==> config.mk <==
export PLATFORM = sky130hd
export DESIGN_NAME = paged_addr_decoder
export DESIGN_NICKNAME = d
export VERILOG_FILES = /design/src/rtl/paged_addr_pkg.sv /design/src/rtl/pa_ctrl.sv /design/src/rtl/pa_datapath.sv /design/src/rtl/paged_addr_decoder.sv
export SDC_FILE = /design/constraint.sdc
export NUM_CORES = 1
export LEC_CHECK = 0
export BUFFER_PORTS_ARGS = -buffer_cell sky130_fd_sc_hd__buf_2
export CAP_MARGIN = 10
export CORE_UTILIZATION = 49
export DETAILED_ROUTE_END_ITERATION = 10
export GPL_ROUTABILITY_DRIVEN = 0
export PLACE_DENSITY = 0.79
export RECOVER_POWER = 25
export SLEW_MARGIN = 20
export SYNTH_ARGS = -nofsm -noshare
export SYNTH_HDL_FRONTEND = slang
export SYNTH_SLANG_ARGS = --single-unit
==> constraint.sdc <==
create_clock -name clk -period 2.35 [get_ports clk]
set_clock_uncertainty 0.1 [all_clocks]
set_input_delay 0.235 -clock clk [delete_from_list [all_inputs] [get_ports clk]]
set_output_delay 0.235 -clock clk [all_outputs]
set_load 0.005 [all_outputs]
==> src/rtl/paged_addr_pkg.sv <==
package paged_addr_pkg;

  // Strobes passed from control to datapath for one bus access.
  typedef struct packed {
    logic capture;    // register the decode of this access
    logic pageWrite;  // load the page register at this edge
    logic pageRead;   // return the page register on rdData
  } ctrlStrobes_t;

  // Bits of the page register that exist: the flag on top and the page field.
  function automatic logic [63:0] keepMask(input int dataW, input int pageW);
    logic [63:0] m;
    m = (64'd1 << pageW) - 64'd1;
    m = m | (64'd1 << (dataW - 1));
    return m;
  endfunction

endpackage

==> src/rtl/pa_ctrl.sv <==
module pa_ctrl
  import paged_addr_pkg::*;
(
  input  logic         accessValid,
  input  logic         accessWrite,
  input  logic         pageHit,
  output ctrlStrobes_t strobes
);

  always_comb begin
    strobes           = '0;
    strobes.capture   = accessValid;
    strobes.pageWrite = accessValid && accessWrite && pageHit;
    strobes.pageRead  = accessValid && !accessWrite && pageHit;
  end

endmodule

==> src/rtl/pa_datapath.sv <==
module pa_datapath
  import paged_addr_pkg::*;
#(
  parameter int ADDR_W = 6,
  parameter int OFF_W  = 3,
  parameter int DATA_W = 8
) (
  input  logic                      clk,
  input  logic                      rstN,
  input  ctrlStrobes_t              strobes,
  input  logic [OFF_W-1:0]          busLow,
  input  logic [ADDR_W-1:0]         latchAddr,
  input  logic [DATA_W-1:0]         wrData,
  output logic                      pageHit,
  output logic                      pageEnable,
  output logic [ADDR_W-OFF_W-1:0]   pageNum,
  output logic                      respValid,
  output logic [(1<<ADDR_W)-1:0]    regSelect,
  output logic [ADDR_W-1:0]         regAddr,
  output logic [DATA_W-1:0]         rdData
);

  localparam int PAGE_W = ADDR_W - OFF_W;
  localparam int SLOTS  = 1 << ADDR_W;
  localparam logic [63:0] KEEP64 = keepMask(DATA_W, PAGE_W);
  localparam logic [DATA_W-1:0] KEEP_MASK = KEEP64[DATA_W-1:0];
  localparam logic [DATA_W-1:0] RESET_VAL = {1'b1, {(DATA_W-1){1'b0}}};

  logic [DATA_W-1:0] pageCfg;
  logic [ADDR_W-1:0] composed;
  logic [SLOTS-1:0]  nextSel;

  assign pageEnable = pageCfg[DATA_W-1];
  assign pageNum    = pageCfg[PAGE_W-1:0];

  always_comb begin
    if (pageEnable) composed = {pageNum, busLow};
    else            composed = latchAddr;
  end

  assign pageHit = (composed[OFF_W-1:0] == '0);

  for (genvar g = 0; g < SLOTS; g++) begin : g_slot
    assign nextSel[g] = strobes.capture && (composed == ADDR_W'(g));
  end

  always_ff @(posedge clk or negedge rstN) begin
    if (!rstN) begin
      pageCfg <= RESET_VAL;
    end else if (strobes.pageWrite) begin
      pageCfg <= wrData & KEEP_MASK;
    end
  end

  always_ff @(posedge clk or negedge rstN) begin
    if (!rstN) begin
      respValid <= 1'b0;
      regSelect <= '0;
      regAddr   <= '0;
      rdData    <= '0;
    end else begin
      respValid <= strobes.capture;
      regSelect <= nextSel;
      regAddr   <= strobes.capture ? composed : '0;
      rdData    <= strobes.pageRead ? pageCfg : '0;
    end
  end

endmodule

==> src/rtl/paged_addr_decoder.sv <==
module paged_addr_decoder
  import paged_addr_pkg::*;
#(
  parameter int ADDR_W = 6,
  parameter int OFF_W  = 3,
  parameter int DATA_W = 8
) (
  input  logic                   clk,
  input  logic                   rstN,
  input  logic                   accessValid,
  input  logic                   accessWrite,
  input  logic [OFF_W-1:0]       busLow,
  input  logic [ADDR_W-1:0]      latchAddr,
  input  logic [DATA_W-1:0]      wrData,
  output logic                   respValid,
  output logic [(1<<ADDR_W)-1:0] regSelect,
  output logic [ADDR_W-1:0]      regAddr,
  output logic [DATA_W-1:0]      rdData
);

  localparam int PAGE_W = ADDR_W - OFF_W;

  ctrlStrobes_t      strobes;
  logic              pageHit;
  logic              pageEnable;
  logic [PAGE_W-1:0] pageNum;

  pa_ctrl u_ctrl (
    .accessValid (accessValid),
    .accessWrite (accessWrite),
    .pageHit     (pageHit),
    .strobes     (strobes)
  );

  pa_datapath #(
    .ADDR_W (ADDR_W),
    .OFF_W  (OFF_W),
    .DATA_W (DATA_W)
  ) u_dp (
    .clk        (clk),
    .rstN       (rstN),
    .strobes    (strobes),
    .busLow     (busLow),
    .latchAddr  (latchAddr),
    .wrData     (wrData),
    .pageHit    (pageHit),
    .pageEnable (pageEnable),
    .pageNum    (pageNum),
    .respValid  (respValid),
    .regSelect  (regSelect),
    .regAddr    (regAddr),
    .rdData     (rdData)
  );

endmodule

After elaboration in Yosys (flattened, before gate mapping)

Index checks and enable logic that the tools add are counted.

Reductions and logical operators: 71
Equality and inequality tests: 63
Muxes and demuxes: 3

Operators with widths:

| operator                                                        | count |
|---|---|
| 6-bit == test, second input constant                            | 32 |
| 6-bit by 5-bit == test with 1-bit output, second input constant | 16 |
| 1-bit logical AND                                               | 68 |
| 6-bit by 4-bit == test with 1-bit output, second input constant | 8 |
| 6-bit by 3-bit == test with 1-bit output, second input constant | 4 |
| 6-bit by 2-bit == test with 1-bit output, second input constant | 2 |
| 6-bit two-way mux                                               | 2 |
| 8-bit two-way mux                                               | 1 |
| 6-bit by 1-bit == test with 1-bit output, second input constant | 1 |
| 6-bit logical NOT                                               | 1 |
| 3-bit logical NOT                                               | 1 |
| 1-bit logical NOT                                               | 1 |

Logic and storage cells: 142
Flip-flop bits (word level): 83
Bits of input ports: 21
Output and inout port bits: 79

Depth between registers and ports, before layout

Gate-level depths: netlist (run 1).

Word-level depth: 4
Mapped depth: 5
Gate-level depth less buffers: 3

By module

From an unflattened synthesis (run 1), not the netlist that was laid out.

Cells, all modules: 224
Area total of the unflattened synthesis: 2921.6 um^2

By module, submodules not included:

| module      | instances | seq. area each (um^2) | area each (um^2) | cells an instance |
|---|---|---|---|---|
| pa_datapath | 1         | 1978.1                | 2897.8           | 221 |
| pa_ctrl     | 1         | 0.0                   | 23.8             | 3 |

Worst setup path before layout (run 1)

Ideal clock, no wire load.

Path type: reg2reg
From: reg u_dp.pageCfg[7]
To: reg u_dp.pageCfg[0]
Data arrival time: 1.556 ns
Slack: 0.569 ns
Library setup time: 0.125 ns
Clock period less this slack: 1.781 ns
Path buffers: 0
Cell stages (with the launch flop): 4
Required time: 2.125 ns
Cell sequence: dfstp_2 > or4b_4 > a21oi_4 > mux2_2

Word-level cells in the longest chain between the ends: 3

Ends and longest elaborated chain:

| element                | RTL line          | text |
|---|---|---|
| from (decl)            | pa_datapath.sv:29 | `logic [DATA_W-1:0] pageCfg;` |
| from (signal assigned) | pa_datapath.sv:51 | `pageCfg <= wrData & KEEP_MASK;` |
| 6-bit two-way mux      | pa_datapath.sv:37 | `if (pageEnable) composed = {pageNum, busLow};` |
| 3-bit logical NOT      | pa_datapath.sv:41 | `assign pageHit = (composed[OFF_W-1:0] == '0);` |
| 1-bit logical AND      | pa_ctrl.sv:13     | `strobes.pageWrite = accessValid && accessWrite && pageHit;` |

Every way passes these cells.
A chain may end at the register's enable or synchronous reset.

Worst setup path in the final report (run 1)

From: reg u_dp.pageCfg[7]
To: reg u_dp.pageCfg[2]

Same word-level chain as after synthesis.

==> results of run 1 <==
## stage by stage
step	power (mW)	util (%)	std cells	area (um2)
2_1_floorplan	1.92	-	230	2850
3_3_place_gp	2.08	60.5	386	3350
3_5_place_dp	2.10	60.5	386	3350
4_1_cts	3.18	64.7	403	3580
5_1_grt	3.32	64.4	403	3570
6_report	3.16	64.4	403	3570
## metal layers
metal	up-vias	track usage, %
met5	-	0
met4	0	8.52
met3	8	5.81
met2	88	34.0
met1	960	27.8
li1	944	-
## critical path, cell delays in order (launching register included)
cell	delay, ps
dfstp_2	690
or4b_4	550
a21oi_4	200
mux2_2	360
## power by group through the flow
stage	combinational, mW	clock, mW	sequential (mW)
finish	0.545	1.09	1.53
global route	0.604	1.18	1.54
CTS	0.552	1.11	1.53
detailed placement	0.548	0	1.55
global placement	0.532	0	1.55
floorplan	0.392	0	1.53
## registers in the layout, indices dropped and copies added, names as in the netlist
| name | cells |
|---|---|
| u_dp.regAddr | 6 |
| u_dp.pageCfg | 4 |
| u_dp.respValid | 1 |
| u_dp.regSelect | 64 |
| u_dp.rdData | 4 |
## final timing paths
kind | start | end | slack [ps] | cells past startpoint
setup reg to reg | u_dp.pageCfg[7]$_DFFE_PN1P_ | u_dp.pageCfg[2]$_DFFE_PN0P_ | 340 | 3
hold / removal | wrData[0] | u_dp.pageCfg[0]$_DFFE_PN0P_ | 20 | 2
hold reg to reg | u_dp.pageCfg[7]$_DFFE_PN1P_ | u_dp.rdData[7]$_DFF_PN0_ | 500 | 2
setup / recovery | u_dp.pageCfg[7]$_DFFE_PN1P_ | u_dp.pageCfg[2]$_DFFE_PN0P_ | 340 | 3
min in group asynchronous | rstN | u_dp.regSelect[60]$_DFF_PN0_ | 480 | 2
max in group asynchronous | rstN | u_dp.regSelect[38]$_DFF_PN0_ | 1090 | 2
## synthesized netlist by cell type (all sizes together), types with 2 or more instances
master	count	area, um2
and3	3	18.8
mux2	4	45.0
nor3	4	20.0
buf	11	76.3
and2	3	18.8
mux2i	6	60.1
o21ai	4	20.0
and3b	9	80.1
o22ai	14	87.6
a21oi	2	21.3
nor2	64	240
nor2b	6	37.5
dfrtp	78	1950
nor3b	9	67.6
## repair_timing
item | in CTS | in global routing
endpoints found under the hold margin | 78 | 0
buffers inserted | 0 | 0
hold buffers | 1 | 0
## layout by cell type (no fill, tap or decap), drive strengths merged
cell type,instances
nor3b,9
a21o,1
dlygate4sd3,1
o21ai,4
clkinvlp,1
nor3,4
dfrtp,78
nor2,64
and2,3
o22ai,14
or4,1
and3,3
conb,4
dfstp,1
nand2,1
clkbuf,24
and3b,9
clkinv,2
buf,82
bufinv,2
inv,2
a21bo,1
mux2,4
or4b,1
mux2i,6
nand2b,1
nor2b,6
a21oi,2
## cells by family (layout without fill, tap and decap cells)
family | Yosys count | in the layout | synth area share (%)
buffers and inverters | 13 | 114 | 2.96
AND/OR/NAND/NOR | 102 | 102 | 18.3
flip-flops | 79 | 79 | 69.7
other | 1 | 4 | 0.132
AO/OA/AOI/OAI | 22 | 22 | 5.21
multiplexers | 10 | 10 | 3.71
## area by class of cell
| cell class | count | area (um2) |
|---|---|---|
| clock buffers | 10 | 128 |
| clock inverters | 6 | 93.8 |
| fillers | 461 | 1970 |
| inverters | 1 | 3.75 |
| multi-input cells | 138 | 786 |
| flip-flops and latches | 79 | 1980 |
| well taps | 72 | 90.1 |
| repair buffers | 97 | 487 |
==> qor.yml, run 1 <==
drv_slew: 0
worst_slew_pin_slew_ps: 923
layout-drive-gt1-share_pct: 32.3
cts.sinks: 79
peakVddDrop_mv: 0.470
pwr-share-comb_pct: 17.3
route.detailed.drc: 0
grt-ovfl-total: 0
hold-worst-slack_ps: 21.7
initial_utilization_pct: 51.2
synth_edf_count: 0
p_seq_share_pct: 48.3
synthFlopType: "dfrtp_1"
antenna_found_initial: 0
top_layer: "met4"
via_count: 2000
cts_resized: 0
synthArstFlopShare_pct: 100
hold_violations: 0
status: "completed"
cts_tree: "done"
io_pins: 100
power_frac_clock_pct: 34.4
critPathMaxFanout: 16
cap_violations: 0
worstSetupStartpointType: "flip-flop"
synth.ff_latch_count: 79
routed-wl-met2_mm: 2.93
core-area_um2: 5540
hpwl_mm: 4.00
wl_met1_mm: 2.55
dieHeight_um: 78.1
track_usage_pct: 21.3
yosysSeqAreaShare_pct: 69.7
fin_nets: 347
required_ps: 2480
die_w_um: 78.1
grt_pass1_wl_mm: 9.64
fin_crit_sh_pct: 85.5
slew-limit-headroom_pct: 38.5
die_area_um2: 6100
root_buffer: "clkbuf_8"
synth_cells: 227
arrival_ps: 2140
rsz0062_at_grt: "no"
ant_nets: 0
cts.clk_slew.worst_paths_ps: 80
timing.final.ws_setup_ps: 341
firstDrtPassIters: 4
wl_mm: 6.00
clkLatencyLatePin_ps: 340
routed-wl-met3_um: 436
timing.fmax_ghz: 0.498
critPathKind: "reg2reg"
cts_buffers: 9
grt_max_degree: 80
fin_crit_ps: 2010
grt_pass1_vias: 1963
via_per_inst: 4.96
wl_per_cell_um: 14.9
p_sw_share_pct: 28.0
syn_area_um2: 2840
syn_area_per_cell_um2: 12.5
p_leak_nw: 1.89
place_ws_ps: 346
setup_viol_count_final: 0
drtIter0Drc: 134
rows: 27
yosys_warnings: 0
p_int_mw: 2.27
ys_types: 28
power_density_nw_per_um2: 886
areaGrowthSynthToFinish_pct: 25.7
fin_setup_tns_ps: 0
worst_setup_path_end_kind: "flip-flop"
n_antenna_cell: 0
cts_buffer_depth: 2
cts-htree-levels: 3
power.switching_mw: 0.885
hold_path_class: "in2reg"
io_buffers: 91
(Power assumes the default switching activity.)
==> run 2, diff against run 1 <==
- PLACE_DENSITY: 0.79 -> 0.76
==> run 2 against run 1 <==
Net effect:
- register-to-register slack about the same
- cell count up 0.74%
- die area unchanged
- power up 4.1%
- critical path type unchanged
- worst hold slack better by 6.2 ps
- non-clock buffer count up 3
- via count down 0.40%
==> qor.yml, run 2 (same netlist as run 1, synthesis figures left out) <==
status: "completed"
drv_slew: 0  # unchanged
grt_max_degree: 49  # -39%
fin_setup_tns_ps: 0  # unchanged
required_ps: 2480  # about the same
largest_reg_flops: 64  # unchanged
hold_violations: 0  # unchanged
grt_pass1_vias: 1927  # -1.8%
fin_area_um2: 3640  # +2.0%
via_per_inst: 4.91  # -1.1%
multi_input_area_um2: 786  # unchanged
die_area_um2: 6100  # unchanged
setup_viol_count_final: 0  # unchanged
antenna_found_initial: 0  # unchanged
worst_setup_path_end_kind: "flip-flop"
cts_tree: "done"
grt-ovfl-total: 0  # unchanged
hold_path_end: "u_dp.pageCfg[0]$_DFFE_PN0P_"
layout_commonest_cell: "buf_2"
reg.largest.list: "u_dp.regSelect x64, u_dp.regAddr x6"
cts_resized: 0  # unchanged
via_count: 1992  # -0.40%
dieHeight_um: 78.1  # unchanged
root_buffer: "clkbuf_8"
fillers: 436  # -5.4%
core-area_um2: 5540  # unchanged
timing.fmax_ghz: 0.496  # -0.42%
placedCellCount: 389  # +0.78%
fin_nets: 350  # +0.86%
wl_per_cell_um: 14.8  # -0.71%
reg2regPathDepth: 3  # unchanged
final_cell_mix: "89 x buf_2, 78 x dfrtp_1, 64 x nor2_1, 14 x o22ai_1"
worstSetupStartpointType: "flip-flop"
regArea_um2: 1980  # unchanged
route.detailed.drc: 0  # unchanged
r2r-start: "u_dp.pageCfg[7]$_DFFE_PN1P_"
worst_slew_pin_slew_ps: 1150  # +223 ps
areaGrowthSynthToFinish_pct: 28.2
cts-htree-levels: 3  # unchanged
rrSetupSlack_ps: 330  # about the same
initial_utilization_pct: 51.2  # unchanged
cts.sinks: 79  # unchanged
io_buffers: 91  # unchanged
peakVddDrop_mv: 0.435  # -7.3%
drtIter0Drc: 67  # -50%
die_w_um: 78.1  # unchanged
finalNonFillerCells: 406  # +0.74%
io_pins: 100  # unchanged
grt_pass1_wl_mm: 9.87  # +2.4%
fin_crit_ps: 2020  # +8.42 ps
cts_buffer_depth: 2  # unchanged
placed_area_um2: 3390  # +1.0%
power_density_nw_per_um2: 904  # +2.1%
layout-drive-gt1-share_pct: 37.1  # +4.8 points
cts_buffers: 9  # unchanged
critPathKind: "reg2reg"
rows: 27  # unchanged
wl_mm: 6.00  # about the same
ant_nets: 0  # unchanged
firstDrtPassIters: 4  # unchanged
cts.clk_slew.worst_paths_ps: 70  # about the same
cap_violations: 0  # unchanged
hold_path_class: "in2reg"
top_register: "u_dp.regSelect"
critPathMaxFanout: 20  # +4
fin_crit_sh_pct: 85.9  # +0.36 points
hold_path_depth: 2  # unchanged
p_leak_nw: 1.98  # +4.6%
slew-limit-headroom_pct: 23.6  # -15 points
reg2reg_to: "u_dp.pageCfg[1]$_DFFE_PN0P_"
n_antenna_cell: 0  # unchanged
clkLatencyLatePin_ps: 340  # about the same
min-delay-start: "wrData[0]"
arrival_ps: 2140  # about the same
hpwl_mm: 4.07  # +1.6%
rsz0062_at_grt: "no"
track_usage_pct: 21.9  # +0.62 points
[run 2: worst max-delay path by stage]
stage | start | end | depth (start not counted)
final | u_dp.pageCfg[7]$_DFFE_PN1P_ | u_dp.pageCfg[1]$_DFFE_PN0P_ | 3
after global routing | u_dp.pageCfg[7]$_DFFE_PN1P_ | u_dp.pageCfg[2]$_DFFE_PN0P_ | 3
after CTS | u_dp.pageCfg[7]$_DFFE_PN1P_ | u_dp.pageCfg[1]$_DFFE_PN0P_ | 3
after detailed placement | u_dp.pageCfg[7]$_DFFE_PN1P_ | u_dp.pageCfg[1]$_DFFE_PN0P_ | 3
after global placement | u_dp.pageCfg[7]$_DFFE_PN1P_ | u_dp.pageCfg[2]$_DFFE_PN0P_ | 3
after floorplan | u_dp.pageCfg[7]$_DFFE_PN1P_ | u_dp.pageCfg[0]$_DFFE_PN0P_ | 3
[run 2: layout make-up]
| cell class | count | area share (%) |
|---|---|---|
| clock buffers | 10 | 3.51 |
| clock inverters | 6 | 3.16 |
| inverters | 1 | 0.103 |
| multi-input cells | 138 | 21.6 |
| flip-flops and latches | 79 | 54.4 |
| well taps | 72 | 2.48 |
| repair buffers | 100 | 14.8 |
[run 2: worst max-delay path: stages, from the launching register on]
cell and delay (ps):
dfstp_2 700, or4b_4 550, a21oi_4 200, mux2_2 350
[run 2: timing repair]
| item | CTS | global route |
|---|---|---|
| hold endpoints to repair | 47 | 0 |
| hold buffers | 1 | 0 |
| setup buffers | 0 | 0 |
| endpoints found under the setup margin | 0 | 0 |
[run 2: per-stage QoR]
| stage | setup slack [ps] | util (%) | power, mW | hold slack, ps |
|---|---|---|---|---|
| 3_3_place_gp | 371 | 61.2 | 2.10 | 172 |
| 2_1_floorplan | 569 | - | 1.92 | -161 |
| 4_1_cts | 336 | 65.7 | 3.32 | 11.2 |
| 6_report | 332 | 65.7 | 3.29 | 27.9 |
| 3_5_place_dp | 341 | 61.2 | 2.11 | 176 |
| 5_1_grt | 241 | 65.7 | 3.45 | 21.5 |
[run 2: power by group]
part	switching, mW	internal [mW]	leakage, nW
registers	0.0841	1.45	1.09
clock network	0.492	0.714	0.117
logic	0.317	0.237	0.775
[run 2: per-layer routing]
metal	global-route usage, %	wire, um
met5	0	0
met4	10.7	114
met3	3.95	266
met2	35.6	2980
met1	28.6	2640
